<file path="config.mk">
export PLATFORM = sky130hd
export DESIGN_NAME = dsm_frac_divmod
export DESIGN_NICKNAME = d
export VERILOG_FILES = /design/src/rtl/dsm_frac_divmod.sv
export SDC_FILE = /design/constraint.sdc
export NUM_CORES = 1
export LEC_CHECK = 0
export CAP_MARGIN = 10
export CORE_MARGIN = 5
export CORE_UTILIZATION = 35
export CTS_BUF_LIST = sky130_fd_sc_hd__clkbuf_16
export DETAILED_ROUTE_END_ITERATION = 8
export GPL_ROUTABILITY_DRIVEN = 0
export HOLD_SLACK_MARGIN = 0.05
export PLACE_DENSITY = 0.57
export SLEW_MARGIN = 20
export SYNTH_ARGS = -nofsm -noshare
export SYNTH_HDL_FRONTEND = slang
export SYNTH_SLANG_ARGS = --single-unit
</file>
<file path="constraint.sdc">
create_clock -name clk -period 10.4 [get_ports clk]
set_input_delay 1.56 -clock clk [delete_from_list [all_inputs] [get_ports clk]]
set_output_delay 1.56 -clock clk [all_outputs]
set_load 0.1 [all_outputs]
</file>
<file path="src/rtl/dsm_frac_divmod.sv">
module dsm_frac_divmod #(
  parameter int W = 18
) (
  input  logic                clk,
  input  logic                rst,
  input  logic [W-1:0]        frac_word,
  output logic signed [2:0]   div_offset,
  output logic signed [W+2:0] q_err,
  output logic signed [W+1:0] acc_err,
  output logic                err_valid
);
  localparam int QW = W + 3;
  localparam int AW = W + 2;

  logic [W-1:0] stage1_q, stage2_q;
  logic         carry2_d;

  logic [W:0]   sum1, sum2;
  logic         carry1, carry2;
  logic [2:0]   offset_n;
  logic [QW-1:0] offset_scaled;
  logic [QW-1:0] qerr_n;
  logic [QW-1:0] acc_wide;

  assign sum1   = {1'b0, stage1_q} + {1'b0, frac_word};
  assign carry1 = sum1[W];
  assign sum2   = {1'b0, stage2_q} + {1'b0, sum1[W-1:0]};
  assign carry2 = sum2[W];

  assign offset_n      = {2'b00, carry1} + {2'b00, carry2} - {2'b00, carry2_d};
  assign offset_scaled = {{(QW-3){offset_n[2]}}, offset_n} << W;
  assign qerr_n        = {3'b000, frac_word} - offset_scaled;
  assign acc_wide      = {acc_err[AW-1], acc_err} + qerr_n;

  always_ff @(posedge clk) begin
    if (rst) begin
      stage1_q   <= '0;
      stage2_q   <= '0;
      carry2_d   <= 1'b0;
      div_offset <= '0;
      q_err      <= '0;
      acc_err    <= '0;
      err_valid  <= 1'b0;
    end else begin
      stage1_q   <= sum1[W-1:0];
      stage2_q   <= sum2[W-1:0];
      carry2_d   <= carry2;
      div_offset <= offset_n;
      q_err      <= qerr_n;
      acc_err    <= acc_wide[AW-1:0];
      err_valid  <= 1'b1;
    end
  end

  assert_reset_clears_R1: assert property (@(posedge clk)
    rst |=> (!err_valid && div_offset == 3'sd0 && acc_err == '0 && q_err == '0));

  assert_offset_range_R2: assert property (@(posedge clk) disable iff (rst)
    err_valid |-> (div_offset >= -3'sd1 && div_offset <= 3'sd2));

  assert_no_overflow_R3: assert property (@(posedge clk) disable iff (rst)
    acc_err[AW-1] == acc_err[AW-2]);

  // the running error always equals the first-stage residue minus the held second carry
  assert_err_matches_residue_R5: assert property (@(posedge clk) disable iff (rst)
    err_valid |-> (acc_err == ({2'b00, stage1_q} - {1'b0, carry2_d, {W{1'b0}}})));

  assert_valid_after_reset_R9: assert property (@(posedge clk)
    (!rst && $past(!rst)) |-> err_valid);
endmodule

</file>
==> results of run 1 <==
-- worst max-delay path, stage by stage --
cell and delay (ns):
clkdlybuf4s50_1 0.50, ha_1 0.18, inv_1 0.05, fa_1 0.39, nand2b_1 0.18, a21oi_1 0.14, o21ai_0 0.16, a31oi_1 0.50
a41oi_1 0.30, xnor2_1 0.26, ha_1 0.31, nand2_1 0.11, nor2_1 0.06, a221oi_1 0.32, nor2_1 0.09, a2111oi_1 0.75
inv_1 0.15, fa_1 0.58, inv_1 0.05, ha_1 0.31, inv_1 0.08, nor2_1 0.06, a221o_1 0.31, or4_1 0.47
o21ai_0 0.09
-- cell usage in the layout, fill, tap and decap left out, drive strengths merged, types with 14 or more instances in the layout --
cell,n
dfxtp,80
clkdlybuf4s50,63
ha,58
nor2,57
a21oi,45
nor2b,42
nand2,37
inv,30
a21o,27
xnor2,23
o21ai,18
mux2,15
a31oi,14
-- cell usage after synthesis, types with 3 or more instances --
master	n	share of area
dfxtp_1	80	0.32
ha_1	58	0.15
nor2_1	57	0.043
a21oi_1	44	0.045
nor2b_1	42	0.053
nand2_1	37	0.028
inv_1	28	0.021
a21o_1	24	0.036
xnor2_1	23	0.041
o21ai_0	17	0.017
mux2_2	15	0.034
a31oi_1	14	0.018
clkbuf_1	13	0.0099
nand3_1	10	0.010
and2_1	9	0.011
nor3_1	9	0.0091
xor2_1	9	0.016
a211oi_1	7	0.011
nand4_1	5	0.0063
o211ai_1	5	0.0076
o21a_1	5	0.0076
fa_1	4	0.016
a21o_2	3	0.0053
buf_1	3	0.0023
nand2b_1	3	0.0038
nor3b_1	3	0.0046
o21bai_1	3	0.0046
-- cell families (layout without fill, tap and decap cells) --
| logic type | count (synthesis) | count (layout) | share of synthesized area |
|---|---|---|---|
| muxes | 16 | 16 | 0.0362 |
| and+or+nand+nor | 187 | 187 | 0.189 |
| adders and majority gates | 62 | 62 | 0.163 |
| AOI/OAI and AO/OA | 144 | 144 | 0.192 |
| DFF | 80 | 80 | 0.324 |
| buffers and inverters | 48 | 110 | 0.0385 |
| xor gates and xnor gates | 32 | 32 | 0.0567 |
-- final cells by class --
class / count / area [um2]
clock buffer: 9 / 225
clock inverter: 7 / 31.3
fill: 1341 / 7890
inverter: 28 / 105
multi-input combinational: 441 / 3150
sequential: 80 / 1600
tap: 180 / 225
timing repair buffer: 66 / 651
-- path summary, 6_finish.rpt --
| check | start | end | slack (ns) | cells past startpoint |
|---|---|---|---|---|
| worst min-delay path | stage2_q[0] | stage2_q[0] | 0.57 | 2 |
| worst max-delay path | frac_word[0] | acc_err[19] | 2.67 | 25 |
| worst min register to register | stage2_q[0] | stage2_q[0] | 0.57 | 2 |
| worst max register to register | stage1_q[0] | acc_err[19] | 4.10 | 24 |
-- registers in the layout, summed over array words and instances, names as in the netlist --
register	cells
acc_err	20
q_err	19
stage1_q	18
stage2_q	18
div_offset	3
carry2_d	1
err_valid	1
-- through the flow --
step | hold WS, ns | worst slack [ns] | util | instances | cell area [um2]
final | 0.567 | 2.67 | 0.431 | 811 | 5990
after global routing | 0.632 | 2.29 | 0.431 | 811 | 5990
after CTS | 0.572 | 2.74 | 0.431 | 811 | 5990
after detailed placement | 0.554 | 2.42 | 0.413 | 795 | 5730
after global placement | 0.548 | 2.65 | 0.413 | 795 | 5730
after floorplan | 0.536 | 3.78 | - | 569 | 4940
-- metal layers --
metal  vias to the layer above  wire (um)  GRT usage
li1                       2126          -          -
met1                      1943       5470      0.181
met2                        85       5250      0.233
met3                        13        469     0.0228
met4                         0        241     0.0704
met5                         -          0          0
==> flow_summary.ini, run 1 <==
[status]
status = completed

[route]
vias = 4167
drt_drc_violations_left = 0
vias_per_cell = 5.14
wl_per_cell_um = 14.1
drtAntennaViolNets = 0
drt_wl_total_um = 11400
dr.pass1.iters = 4
drtIter0Drc = 211

[sta]
tns_ns = 0
hold_viol_final = 0
tightest_slew_ns = 1.01
skew_ns = 0.00551
post-route-period-util = 0.743
period_needed_ns = 7.73
relSlewSlack = 0.326
timing.fmax_ghz = 0.129
setup_violations = 0
rsz0062_at_grt = no
drv_slew = 0

[floorplanning]
core_um2 = 13900
rows = 43
fp.dieArea_um2 = 16600
die_w_um = 129
dieHeight_um = 129
initial_utilization = 0.356
boundaryPins = 65

[clock_tree]
clkTransAtPathRegs_ns = 0.06
clockBufferDepth = 2
post_cts_buffers = 0
cts-hold-fix-buffers = 0
cts_tree = done
ctsResizeCount = 0
insertion_delay_ns = 0.35
cts-buffers-inserted = 9
clkSinkCount = 80
h-tree-depth = 3
cts.root.buffer_cell = clkbuf_16

[synth]
yosysWarnings = 0
syn_area_um2 = 4940
yosysSeqAreaShare = 0.324
synth_ff_type = dfxtp_1
syn_nets = 651
ys_types = 56
yosys_register_bits = 80
async_flop_share = 0
synth_edf_count = 0
syn_area_per_cell_um2 = 8.69
synthCells = 569

[final_layout]
drive_gt1_frac = 0.0650
synthToLayoutAreaGrowth_pct = 21.2
fin_nets = 708
n_antenna_cell = 0

[grt]
overflow = 0
grtUsageTotal = 0.142
grt_max_degree = 53
antenna_found_initial = 0
grt_pass1_wl_um = 18700
grt_pass1_vias = 3999

[critical_path]
endpoint_kind = flop
worstPathRequired_ns = 10.67
path_class = input port to flop
crit_fanout = 6
worstSetupStartpointType = input port
worstPathArrival_ns = 7.99

[place]
dp_hpwl_um = 8810
port_buffers = 64

[run]
maxCapViolCount = 0

[hold_path]
hp-class = flop to flop
Power of run 1 is left out: the tool's default activity adds up to more than one toggle a clock period on the data nets, which glitch-free logic cannot reach.
==> inputs of run 2 (changes only) <==
Clock period 10.4 ns to 8.07 ns, I/O delays scaled along.
==> flow_summary.ini, run 2 (synthesis gave the netlist of run 1 again) <==
[final_layout]
layout_commonest_cell = dfxtp_1
layout_common_cells = 80 x dfxtp_1, 63 x clkdlybuf4s50_1, 58 x ha_1
synthToLayoutAreaGrowth_pct = 22.5
top_register = acc_err
n_antenna_cell = 0
largest_reg_flops = 20
fin_util = 0.436
drive_gt1_frac = 0.0728
reg_top3 = acc_err x20, q_err x19
nFillCells = 1344
fin_nets = 709
design_area_um2 = 6050

[route]
drtIter0Drc = 257
drt_drc_violations_left = 0
wl_per_cell_um = 14.1
met2_wirelength_um = 5260
highest_layer = met4
drtAntennaViolNets = 0
drt_wl_total_um = 11400
met1Wirelength_um = 5440
dr.pass1.iters = 4
vias_per_cell = 5.09
dr_wl_met3_um = 436
vias = 4130

[floorplanning]
die_w_um = 129
fp.dieArea_um2 = 16600
rows = 43
dieHeight_um = 129
initial_utilization = 0.356
boundaryPins = 65
core_um2 = 13900

[clock_tree]
insertion_delay_ns = 0.34
ctsResizeCount = 0
clkSinkCount = 80
cts_tree = done
cts.root.buffer_cell = clkbuf_16
cts-hold-fix-buffers = 0
clockBufferDepth = 2
h-tree-depth = 3
cts-buffers-inserted = 9
post_cts_buffers = 0
clkTransAtPathRegs_ns = 0.06

[sta]
tns_ns = 0
setup_violations = 0
skew_ns = 0.00625
period_needed_ns = 7.11
tightest_slew_ns = 0.989
timing.fmax_ghz = 0.141
post-route-period-util = 0.881
drv_slew = 0
hold_viol_final = 0
hold_ws_ns = 0.567
rsz0062_at_grt = no
relSlewSlack = 0.339

[place]
dp_hpwl_um = 8860
port_buffers = 64
place_area_um2 = 5740

[critical_path]
worstPathRequired_ns = 8.33
crit_start = frac_word[0]
crit_fanout = 6
worstSetupStartpointType = input port
endpoint_kind = flop
worstPathArrival_ns = 7.38
path_class = input port to flop
rr_startpoint = stage1_q[0]

[grt]
grt_pass1_vias = 4095
grtUsageTotal = 0.144
grt_pass1_wl_um = 19300
overflow = 0
grt_max_degree = 53
antenna_found_initial = 0

[run]
maxCapViolCount = 0

[hold_path]
holdCritStartpoint = stage2_q[0]
hp-class = flop to flop

[status]
status = completed
==> run 2: cell count changes in the layout (fill, tap and decap cells not counted) <==
cell,change
buf_4,+1
bufinv_16,+2
clkinv_1,-2
clkinv_2,+2
inv_1,-2
==> run 2: layout make-up <==
class                      instances  area, um2  share of cell area
tap                              180        225              0.0372
multi-input combinational        441       3150               0.521
sequential                        80       1600               0.265
inverter                          28        105              0.0174
clock inverter                     7       86.3              0.0143
clock buffer                       9        225              0.0372
timing repair buffer              67        658               0.109
==> run 2: final timing paths <==
check | to | slack, ns | cells after the start
worst max-delay path | acc_err[19] | 0.96 | 26
worst min-delay path | stage2_q[0] | 0.57 | 2
worst max register to register | acc_err[19] | 2.05 | 25
worst min register to register | stage2_q[0] | 0.57 | 2
==> run 2: metal layers <==
layer  track usage  vias to the layer above
li1              -                     2130
met1         0.185                     1902
met2         0.234                       76
met3        0.0257                       22
met4        0.0673                        0
met5             0                        -
==> run 2: metrics by stage <==
step | instances | setup slack [ns]
final | 812 | 0.957
after global routing | 812 | 0.320
after detailed placement | 796 | 0.617
after global placement | 796 | 0.796
after CTS | 812 | 0.927
after floorplan | 569 | 1.79
==> run 2: worst max-delay path: stages <==
cell,delay (ns)
clkdlybuf4s50_1,0.50
ha_1,0.18
inv_1,0.05
fa_1,0.39
nand2b_1,0.18
a21oi_1,0.14
o21ai_0,0.15
a31oi_1,0.52
a41oi_1,0.30
xnor2_1,0.20
ha_1,0.34
nand2_1,0.11
nor2_1,0.06
a221oi_1,0.32
nor2_1,0.09
a2111oi_1,0.47
buf_4,0.20
inv_1,0.05
fa_1,0.53
inv_1,0.05
ha_1,0.30
inv_1,0.09
nor2_1,0.06
a221o_1,0.31
or4_1,0.47
o21ai_0,0.08
Power of run 2 is left out for the same reason.
